[src/rtl/tpt_pkg.sv]
package tpt_pkg;
  // register kinds; the order sets the address map (word = kind*channels + channel)
  typedef enum int {
    K_CLK = 0,
    K_CTL = 1,
    K_CNT = 2,
    K_IVL = 3,
    K_MT1 = 4,
    K_MT2 = 5,
    K_MT3 = 6,
    K_STS = 7,
    K_IEN = 8
  } reg_kind_e;

  localparam int KINDS    = 9;
  localparam int N_MATCH  = 3;
  localparam int N_EVT    = N_MATCH + 1;
  localparam int CTL_W    = 6;

  // counter control bit positions
  localparam int CTL_OFF  = 0;
  localparam int CTL_IVL  = 1;
  localparam int CTL_MEN  = 3;
  localparam int CTL_RST  = 4;
  localparam int CTL_WAV  = 5;

  localparam logic [CTL_W-1:0] CTL_KEEP  = 6'b10_1011;
  localparam logic [CTL_W-1:0] CTL_INIT  = 6'h21;
endpackage

[src/rtl/tpt_prescaler.sv]
module tpt_prescaler #(
  parameter int PW = 16,
  parameter int NW = 4
) (
  input  logic          clk,
  input  logic          rst_n,
  input  logic          run,
  input  logic          div_en,
  input  logic [NW-1:0] div_sel,
  input  logic          restart,
  output logic          tick
);
  localparam int SW = PW + 1;

  logic [PW-1:0] phase_q;
  logic [SW-1:0] span;
  logic [SW-1:0] last_w;
  logic          at_last;
  logic          unused_hi;

  assign span      = SW'(1) << (int'(div_sel) + 1);
  assign last_w    = span - SW'(1);
  assign unused_hi = last_w[PW];
  assign at_last   = (phase_q == last_w[PW-1:0]);
  assign tick      = run && (!div_en || at_last);

  always_ff @(posedge clk or negedge rst_n) begin
    if (!rst_n) begin
      phase_q <= '0;
    end else if (restart) begin
      phase_q <= '0;
    end else if (run) begin
      if (!div_en || at_last) phase_q <= '0;
      else                    phase_q <= phase_q + PW'(1);
    end
  end
endmodule

[src/rtl/tpt_compare.sv]
module tpt_compare #(
  parameter int CW = 16,
  parameter int NM = 3
) (
  input  logic [CW-1:0] value,
  input  logic [CW-1:0] ref_val [NM],
  input  logic          enable,
  output logic [NM-1:0] hit
);
  for (genvar j = 0; j < NM; j++) begin : g_cmp
    assign hit[j] = enable && (value == ref_val[j]);
  end
endmodule

[src/rtl/tpt_channel.sv]
module tpt_channel
  import tpt_pkg::*;
#(
  parameter int CW = 16,
  parameter int PW = 16,
  parameter int NW = 4
) (
  input  logic                clk,
  input  logic                rst_n,
  input  logic [KINDS-1:0]    wstb,
  input  logic [31:0]         wdata,
  output logic [NW:0]         cfg_o,
  output logic [CTL_W-1:0]    ctl_o,
  output logic [CW-1:0]       count_o,
  output logic [CW-1:0]       ivl_o,
  output logic [CW-1:0]       match_o [N_MATCH],
  output logic [N_EVT-1:0]    sts_o,
  output logic [N_EVT-1:0]    ien_o,
  output logic                irq_o
);
  logic [NW:0]          cfg_q;
  logic [CTL_W-1:0]     ctl_q;
  logic [CW-1:0]        count_q, ivl_q, cnt_nx;
  logic [CW-1:0]        match_q [N_MATCH];
  logic [N_EVT-1:0]     sts_q, ien_q, evt, set_v;
  logic [N_MATCH-1:0]   hit;
  logic                 tick, restart, at_ivl, unused_bits;

  assign unused_bits = ^{wdata, wstb[K_CNT]};
  assign restart     = wstb[K_CTL] && wdata[CTL_RST];
  assign at_ivl      = ctl_q[CTL_IVL] && (count_q == ivl_q);
  assign cnt_nx      = at_ivl ? '0 : count_q + CW'(1);

  tpt_prescaler #(.PW(PW), .NW(NW)) u_div (
    .clk     (clk),
    .rst_n   (rst_n),
    .run     (!ctl_q[CTL_OFF]),
    .div_en  (cfg_q[0]),
    .div_sel (cfg_q[NW:1]),
    .restart (restart),
    .tick    (tick)
  );

  tpt_compare #(.CW(CW), .NM(N_MATCH)) u_cmp (
    .value   (cnt_nx),
    .ref_val (match_q),
    .enable  (ctl_q[CTL_MEN]),
    .hit     (hit)
  );

  assign evt   = tick ? {hit, at_ivl} : '0;
  assign set_v = restart ? '0 : evt;

  always_ff @(posedge clk or negedge rst_n) begin
    if (!rst_n) begin
      count_q <= '0;
    end else if (restart) begin
      count_q <= '0;
    end else if (tick) begin
      count_q <= cnt_nx;
    end
  end

  always_ff @(posedge clk or negedge rst_n) begin
    if (!rst_n) begin
      cfg_q <= '0;
      ctl_q <= CTL_INIT;
      ivl_q <= '0;
      ien_q <= '0;
    end else begin
      if (wstb[K_CLK]) cfg_q <= wdata[NW:0];
      if (wstb[K_CTL]) ctl_q <= wdata[CTL_W-1:0] & CTL_KEEP;
      if (wstb[K_IVL]) ivl_q <= wdata[CW-1:0];
      if (wstb[K_IEN]) ien_q <= wdata[N_EVT-1:0];
    end
  end

  for (genvar j = 0; j < N_MATCH; j++) begin : g_mreg
    always_ff @(posedge clk or negedge rst_n) begin
      if (!rst_n)                 match_q[j] <= '0;
      else if (wstb[K_MT1 + j])   match_q[j] <= wdata[CW-1:0];
    end
    assign match_o[j] = match_q[j];
  end

  always_ff @(posedge clk or negedge rst_n) begin
    if (!rst_n) begin
      sts_q <= '0;
    end else begin
      sts_q <= (wstb[K_STS] ? (sts_q & ~wdata[N_EVT-1:0]) : sts_q) | set_v;
    end
  end

  assign cfg_o   = cfg_q;
  assign ctl_o   = ctl_q;
  assign count_o = count_q;
  assign ivl_o   = ivl_q;
  assign sts_o   = sts_q;
  assign ien_o   = ien_q;
  assign irq_o   = |(sts_q & ien_q);
endmodule

[src/rtl/tpt_decode.sv]
module tpt_decode
  import tpt_pkg::*;
#(
  parameter int NCH = 3,
  parameter int AW  = 8
) (
  input  logic             bus_wr,
  input  logic             bus_rd,
  input  logic [AW-1:0]    bus_addr,
  input  logic [31:0]      rd_word [NCH][KINDS],
  output logic [KINDS-1:0] wstb [NCH],
  output logic [31:0]      rdata
);
  localparam int SLOTS = NCH * KINDS;

  int  widx, kind, chn;
  logic hit;

  always_comb begin
    widx = int'(bus_addr[AW-1:2]);
    kind = widx / NCH;
    chn  = widx % NCH;
    hit  = (widx < SLOTS);
  end

  always_comb begin
    rdata = '0;
    for (int c = 0; c < NCH; c++) begin
      for (int k = 0; k < KINDS; k++) begin
        wstb[c][k] = bus_wr && hit && (kind == k) && (chn == c) && (k != int'(K_CNT));
        if (bus_rd && hit && (kind == k) && (chn == c)) rdata = rd_word[c][k];
      end
    end
  end
endmodule

[src/rtl/tri_prescaled_timer.sv]
module tri_prescaled_timer
  import tpt_pkg::*;
#(
  parameter int NUM_CH = 3,
  parameter int AW     = 8,
  parameter int CNT_W  = 16,
  parameter int DIV_W  = 16,
  parameter int SEL_W  = 4
) (
  input  logic              clk,
  input  logic              rst_n,
  input  logic              bus_wr,
  input  logic              bus_rd,
  input  logic [AW-1:0]     bus_addr,
  input  logic [31:0]       bus_wdata,
  output logic [31:0]       bus_rdata,
  output logic [NUM_CH-1:0] irq
);
  logic [KINDS-1:0] wstb [NUM_CH];
  logic [31:0]      rd_word [NUM_CH][KINDS];

  logic [SEL_W:0]     ch_cfg   [NUM_CH];
  logic [CTL_W-1:0]   ch_ctl   [NUM_CH];
  logic [CNT_W-1:0]   ch_count [NUM_CH];
  logic [CNT_W-1:0]   ch_ivl   [NUM_CH];
  logic [CNT_W-1:0]   ch_match [NUM_CH][N_MATCH];
  logic [N_EVT-1:0]   ch_sts   [NUM_CH];
  logic [N_EVT-1:0]   ch_ien   [NUM_CH];

  tpt_decode #(.NCH(NUM_CH), .AW(AW)) u_dec (
    .bus_wr   (bus_wr),
    .bus_rd   (bus_rd),
    .bus_addr (bus_addr),
    .rd_word  (rd_word),
    .wstb     (wstb),
    .rdata    (bus_rdata)
  );

  for (genvar c = 0; c < NUM_CH; c++) begin : g_ch
    tpt_channel #(.CW(CNT_W), .PW(DIV_W), .NW(SEL_W)) u_ch (
      .clk     (clk),
      .rst_n   (rst_n),
      .wstb    (wstb[c]),
      .wdata   (bus_wdata),
      .cfg_o   (ch_cfg[c]),
      .ctl_o   (ch_ctl[c]),
      .count_o (ch_count[c]),
      .ivl_o   (ch_ivl[c]),
      .match_o (ch_match[c]),
      .sts_o   (ch_sts[c]),
      .ien_o   (ch_ien[c]),
      .irq_o   (irq[c])
    );

    assign rd_word[c][K_CLK] = 32'(ch_cfg[c]);
    assign rd_word[c][K_CTL] = 32'(ch_ctl[c]);
    assign rd_word[c][K_CNT] = 32'(ch_count[c]);
    assign rd_word[c][K_IVL] = 32'(ch_ivl[c]);
    for (genvar j = 0; j < N_MATCH; j++) begin : g_mr
      assign rd_word[c][K_MT1 + j] = 32'(ch_match[c][j]);
    end
    assign rd_word[c][K_STS] = 32'(ch_sts[c]);
    assign rd_word[c][K_IEN] = 32'(ch_ien[c]);
  end
endmodule

[config.mk]
export PLATFORM = sky130hd
export DESIGN_NAME = tri_prescaled_timer
export DESIGN_NICKNAME = d
export VERILOG_FILES = /design/src/rtl/tpt_pkg.sv /design/src/rtl/tpt_prescaler.sv /design/src/rtl/tpt_compare.sv /design/src/rtl/tpt_channel.sv /design/src/rtl/tpt_decode.sv /design/src/rtl/tri_prescaled_timer.sv
export SDC_FILE = /design/constraint.sdc
export NUM_CORES = 1
export LEC_CHECK = 0
export BUFFER_PORTS_ARGS = -buffer_cell sky130_fd_sc_hd__buf_2
export CAP_MARGIN = 20
export CORE_MARGIN = 4
export CORE_UTILIZATION = 40
export DETAILED_ROUTE_END_ITERATION = 8
export SLEW_MARGIN = 5
export SYNTH_ARGS = -nofsm -noshare
export SYNTH_HDL_FRONTEND = slang
export SYNTH_SLANG_ARGS = --single-unit
[constraint.sdc]
create_clock -name clk -period 5.45 [get_ports clk]
set_input_delay 0.545 -clock clk [delete_from_list [all_inputs] [get_ports clk]]
set_output_delay 0.545 -clock clk [all_outputs]
set_load 0.01 [all_outputs]
==> results.tsv, run 1 <==
metric	value	unit
ys_types	109	
timing.rr.start	g_ch[1].u_ch.cfg_o[3]$_DFFE_PN0P_	
tritoncts	built	
syn-instance-count	2554	
timing.fmax	0.172	GHz
stdcell_count	3522	
drc	0	
grt_pass1_wl	128000	um
cts_root_buffer	clkbuf_16	
die_w	250	um
synth-edff-count	0	
antenna_left	0	
grt_pass1_vias	20400	
critical_path.startpoint	bus_addr[7]	
finalSetupViolations	15	
peakVddDrop	0.241	mV
io_pins	79	
hold_path.class	input port to asynchronous set/reset pin	
crit_fanout	5	
seq_area_frac_synth	36.1	%
die-area	62700	um^2
sequentialPowerShare	37.2	%
clk_latency	600	ps
design.core.area	57900	um^2
synth_area	23500	um^2
slew_viol_final	0	
power_switching	0.00333	W
slew_headroom	40.8	%
rows	88	
fill_cells	5426	
firstDrtPassIters	7	
rrSetupSlack	560	ps
cts_buffer_depth	3	
dpl.hpwl	61400	um
cap_violations	0	
postSynthAreaPerCell	9.20	um^2
die_height	250	um
antenna_found_initial	2	
via_count	21300	
drt_iter0_drc	2072	
viasPerCell	6.05	
tightest_slew	882	ps
cts_max_level	2	
grt-ovfl-total	0	
leakage	12.7	nW
finClkSkew	24.7	ps
worst_setup_path_start_kind	input port	
gp_congestion	1.01	
wl	83800	um
p_total	0.00909	W
clock-sinks	339	
numCtsBuffers	42	
multiInputGateArea	14900	um^2
final_layout_size_suffix_gt1_share	26.5	%
port-buffer-count	44	
failed_checks	negative setup slack	
required	4910	ps
groute.usage.overall	25.9	%
syn_to_final_growth	21.5	%
switching_share	36.7	%
cts_hold_buf	0	
internal_power	0.00576	W
seqCellArea	8490	um^2
dp_cells	3390	
ys_seq_elements	339	
wl_per_cell	23.8	um
floorplan.initialDensity	40.6	%
crit_path_end_kind	output port	
nets	2786	
worstSetupPathType	input port to output port	
pwr-share-comb	31.0	%
rsz0062_at_grt	true	
synthFlopType	dfrtp_1	
grt_max_degree	127	
antennaDiodeCount	0	
crit_arrival	5260	ps
path_clk_slew	60	ps
hold_viol_final	0	
outcome	complete, but fails checks	
synth_warnings	0	
post-route-worst-setup-slack	-354	ps
async_reset_ff_share	100	%
pwr-share-clk	31.9	%
period_needed	5800	ps
power.density	319	nW/um^2
fin_crit_sh	107	%
[placed cells by master, fill, tap and decap left out, types with 17 or more instances in the layout]
master | synthesis | routed
xor2_1 | 109 | 109
dfrtp_1 | 333 | 333
and3_1 | 28 | 28
nand2_1 | 183 | 174
buf_2 | 37 | 38
nand3_1 | 82 | 78
a22oi_1 | 29 | 24
o22ai_1 | 22 | 20
buf_4 | 25 | 210
nand4_1 | 47 | 47
inv_1 | 49 | 49
mux2_1 | 70 | 70
nand2b_1 | 31 | 30
o21ai_0 | 86 | 73
o32ai_1 | 25 | 24
nor3_1 | 49 | 41
mux2i_1 | 51 | 49
nor2b_1 | 27 | 24
clkbuf_16 | 0 | 43
xnor2_1 | 187 | 187
a31oi_1 | 34 | 33
mux2_2 | 171 | 171
nor2_1 | 266 | 257
a21oi_1 | 117 | 92
nor4_1 | 20 | 17
buf_6 | 4 | 40
a21oi_2 | 2 | 24
[metal layers]
layer	vias to the layer above	GRT usage [%]	part of all wire, %
met5	-	0	0.017
met4	2	7.40	3.2
met3	167	3.95	7.1
met2	888	39.6	44
met1	10700	38.1	45
li1	9557	-	-
[layout make-up]
cell class / count / area share (%)
Sequential cell: 339 / 29.8
Clock buffer: 60 / 4.28
Timing Repair Buffer: 309 / 9.14
Inverter: 50 / 0.666
Tap cell: 765 / 3.35
Clock inverter: 17 / 0.697
Multi-Input combinational cell: 1982 / 52.1
[what timing repair did]
action,in CTS,in global routing
gates resized for setup,127,113
pin swaps,44,54
cloned,1,0
endpoints found under the setup margin,16,16
setup buffers,33,26
[power groups by stage]
stage | Sequential, W | Clock [W] | Combinational (W)
after floorplan | 0.00305 | 0 | 0.00197
after global placement | 0.00337 | 0 | 0.00253
after detailed placement | 0.00338 | 0 | 0.00257
after CTS | 0.00335 | 0.00296 | 0.00268
after global routing | 0.00340 | 0.00307 | 0.00304
final | 0.00338 | 0.00290 | 0.00282
[registers in the layout, indices dropped and copies added, names as in the netlist]
signal                   count
g_ch.u_ch.u_div.phase_q     48
g_ch.u_ch.ctl_o             12
g_ch.u_ch.ien_o             12
g_ch.u_ch.sts_o             12
g_ch.u_ch.match_o          144
g_ch.u_ch.cfg_o             15
g_ch.u_ch.count_o           48
g_ch.u_ch.ivl_o             48
[final timing paths]
kind / end / cells after the start
min reg2reg: g_ch[2].u_ch.sts_o[0]$_DFF_PN0_ / 2
max in group asynchronous: g_ch[2].u_ch.u_div.phase_q[15]$_DFFE_PN0P_ / 2
max: bus_rdata[9] / 24
min: g_ch[0].u_ch.count_o[15]$_DFFE_PN0P_ / 1
max reg2reg: g_ch[1].u_ch.sts_o[2]$_DFF_PN0_ / 15
min in group clk: g_ch[1].u_ch.match_o[45]$_DFFE_PN0P_ / 2
[cells in the mapped netlist (all sizes together) (17+ instances only)]
library cell	count	area [um^2]
a21oi	119	603
a221oi	20	193
a22oi	30	230
a31oi	34	213
and3	29	186
buf	78	463
clkbuf	120	450
dfrtp	333	8330
ha	18	225
inv	50	188
mux2	241	2710
mux2i	51	510
nand2	189	729
nand2b	31	194
nand3	83	420
nand4	48	315
nor2	269	1020
nor2b	27	169
nor3	53	285
nor4	21	138
o21ai	91	455
o221ai	18	164
o22ai	22	138
o32ai	25	219
or3	17	106
xnor2	187	1640
xor2	110	971
[metrics by stage]
| stage | area [um^2] | setup TNS (ps) | utilization [%] | setup slack (ps) | hold slack, ps |
|---|---|---|---|---|---|
| after global placement | 25600 | -5280 | 44.2 | -521 | 491 |
| after detailed placement | 25600 | -8490 | 44.2 | -627 | 502 |
| final | 28500 | -1930 | 49.3 | -354 | 14.3 |
| after CTS | 27800 | -1710 | 48.1 | -296 | 29.8 |
| after floorplan | 23600 | -13.9 | - | -13.9 | 249 |
| after global routing | 28500 | -4110 | 49.3 | -411 | 58.7 |
[cell families after synthesis]
logic type,Yosys count,synth area share [%]
other cells,1,0.0160
xor+xnor,297,11.1
mux,293,13.8
fa+ha+maj,18,0.959
buf+inv,248,4.69
simple gates,855,18.1
flops,339,36.1
compound gates,503,15.1
[worst max-delay path: stages]
cell and delay (ps):
buf_8 100, ha_4 250, and4bb_1 180, o221ai_2 160, and3_4 230, inv_4 40, ha_4 150, a2111o_1 350
o31a_4 150, nor2_4 90, a21oi_2 50, ha_2 190, a211o_1 310, a41oi_4 210, buf_6 150, nand4_4 150
buf_12 200, mux2i_1 160, o22ai_1 110, a222oi_1 470, a31oi_1 250, o221a_2 290, a221o_1 300, buf_2 150
Note: power is estimated with default switching activity, not from simulation.
==> run 2, diff against run 1 <==
--- a/config.mk
+++ b/config.mk
@@ -7,7 +7,6 @@
 export LEC_CHECK = 0
 export BUFFER_PORTS_ARGS = -buffer_cell sky130_fd_sc_hd__buf_2
 export CAP_MARGIN = 20
-export CORE_MARGIN = 4
 export CORE_UTILIZATION = 40
 export DETAILED_ROUTE_END_ITERATION = 8
 export SLEW_MARGIN = 5
==> run 2 against run 1 <==
The flow still finishes with violations (negative setup slack). Sequential share of layout area is 0.39 points higher. Worst hold slack improved by 430 ps. Sequential cell count did not move.
==> results.tsv, run 2 (synthesis results as in run 1) <==
metric	value	unit
outcome	complete, but fails checks	
failed_checks	negative setup slack	
max_stage_delay	550	ps
tightest_slew	1040	ps
grt_max_degree	144	
syn_to_final_growth	19.9	%
post-route-worst-setup-slack	-467	ps
rsz0062_at_grt	true	
cts_buffer_depth	3	
required	4910	ps
cp_num_buf_inv	4	
slew_viol_final	0	
final_layout_size_suffix_gt1_share	24.5	%
groute.usage.overall	27.9	%
dpl.hpwl	61500	um
design.core.area	57900	um^2
nets	2771	
pwr-share-comb	30.5	%
period_needed	5920	ps
p_total	0.00911	W
fin_crit_sh	109	%
pre_cts_ws	-724	ps
antenna_found_initial	1	
finalSetupViolations	16	
sequentialPowerShare	37.1	%
io_pins	79	
clock-sinks	339	
met1_usage	39.1	%
peakVddDrop	0.230	mV
fin_hold_ws	440	ps
drc	0	
mostFrequentLayoutCells	333 x dfrtp_1, 263 x nor2_1, 201 x buf_4, 187 x xnor2_1, 178 x nand2_1	
leakage	12.7	nW
cts_root_buffer	clkbuf_16	
viasPerCell	6.06	
grt_pass1_vias	20800	
floorplan.initialDensity	40.6	%
hold_path.class	input port to flip-flop	
port-buffer-count	44	
layout_commonest_cell	dfrtp_1	
largest_reg_flops	144	
wl_per_cell	24.0	um
clk_latency	600	ps
crit_arrival	5370	ps
grt_pass1_wl	128000	um
slew_headroom	30.1	%
firstDrtPassIters	5	
fin_util	48.6	%
crit_family	compound AO/OA/AOI/OAI gates	
drt_iter0_drc	2144	
path_clk_slew	60	ps
met2_usage	42.8	%
cap_violations	0	
pwr-share-clk	32.3	%
finClkSkew	25.8	ps
wl	84400	um
top_usage_layer	met2	
die-area	59700	um^2
via_count	21300	
grtUsageMet3	5.03	%
die_w	244	um
cts_max_level	2	
critPathSlowestCell	a222oi_1	
switching_share	36.6	%
worst_setup_path_start_kind	input port	
tritoncts	built	
internal_power	0.00577	W
numCtsBuffers	42	
worstSetupPathType	input port to output port	
grt-ovfl-total	0	
power.density	324	nW/um^2
crit_path_end_kind	output port	
gp_congestion	0.984	
power_switching	0.00334	W
crit_chain	buf_8 -> ha_4 -> and4bb_1 -> o221ai_2 -> and3_4 -> inv_4 -> ha_4 -> a2111o_1 -> o31a_4 -> nor2_4 -> a21oi_2 -> ha_2 -> a211o_1 -> a41oi_4 -> and4_4 -> buf_6 -> mux2i_1 -> o22ai_1 -> a222oi_1 -> a31oi_2 -> o221a_2 -> a221o_1 -> buf_2	
die_height	244	um
timing.fmax	0.169	GHz
hold_viol_final	0	
antenna_left	0	
crit_fanout	6	
rows	88	
fill_cells	5468	
crit_top_cell	ha_4	
==> run 2: worst paths after layout <==
kind                                                         endpoint  cells past startpoint  slack [ps]                              start
setup / recovery                                         bus_rdata[9]                     23        -470                        bus_addr[6]
hold / removal                   g_ch[1].u_ch.match_o[43]$_DFFE_PN0P_                      2         440                      bus_wdata[11]
setup reg to reg                      g_ch[1].u_ch.sts_o[3]$_DFF_PN0_                     13         750  g_ch[1].u_ch.cfg_o[3]$_DFFE_PN0P_
hold reg to reg                       g_ch[2].u_ch.sts_o[1]$_DFF_PN0_                      2         530    g_ch[2].u_ch.sts_o[1]$_DFF_PN0_
max in group asynchronous        g_ch[0].u_ch.count_o[11]$_DFFE_PN0P_                      3        3620                              rst_n
min in group asynchronous  g_ch[2].u_ch.u_div.phase_q[13]$_DFFE_PN0P_                      2         530                              rst_n
==> run 2: layout make-up <==
type,count,area (um^2),share of cell area (%)
clock buffer,57,1210,4.29
antenna,1,2.50,0.00889
tap,765,957,3.40
inverter,50,190,0.675
clock inverter,20,235,0.835
multi-input combinational,1982,14600,51.8
sequential,339,8490,30.1
timing repair buffer,294,2490,8.85
==> run 2: layer usage <==
layer | wire length (um) | vias to the layer above
met1 | 37200 | 10600
met5 | 11 | -
li1 | - | 9501
met4 | 3090 | 2
met3 | 6660 | 199
met2 | 37400 | 952
==> run 2: stage by stage <==
step           cells  instance area, um^2  TNS, ps
2_1_floorplan   2569                23600    -13.9
3_3_place_gp    3385                25600    -6590
3_5_place_dp    3386                25600    -7800
4_1_cts         3484                27600    -2080
5_1_grt         3507                28200    -5830
6_report        3508                28200    -3600
==> run 2: power groups by stage <==
stage,Combinational [W],Clock (W),Sequential (W)
2_1_floorplan,0.00197,0,0.00305
3_3_place_gp,0.00252,0,0.00338
3_5_place_dp,0.00256,0,0.00339
4_1_cts,0.00267,0.00299,0.00335
5_1_grt,0.00303,0.00309,0.00341
6_report,0.00278,0.00295,0.00338
==> run 2: what timing repair did <==
item,CTS,global route
hold buffers,1,0
gates cloned,1,0
pin swaps,28,48
resized for setup,85,79
endpoints found under the setup margin,16,16
setup buffers,20,25
hold endpoints to repair,72,0
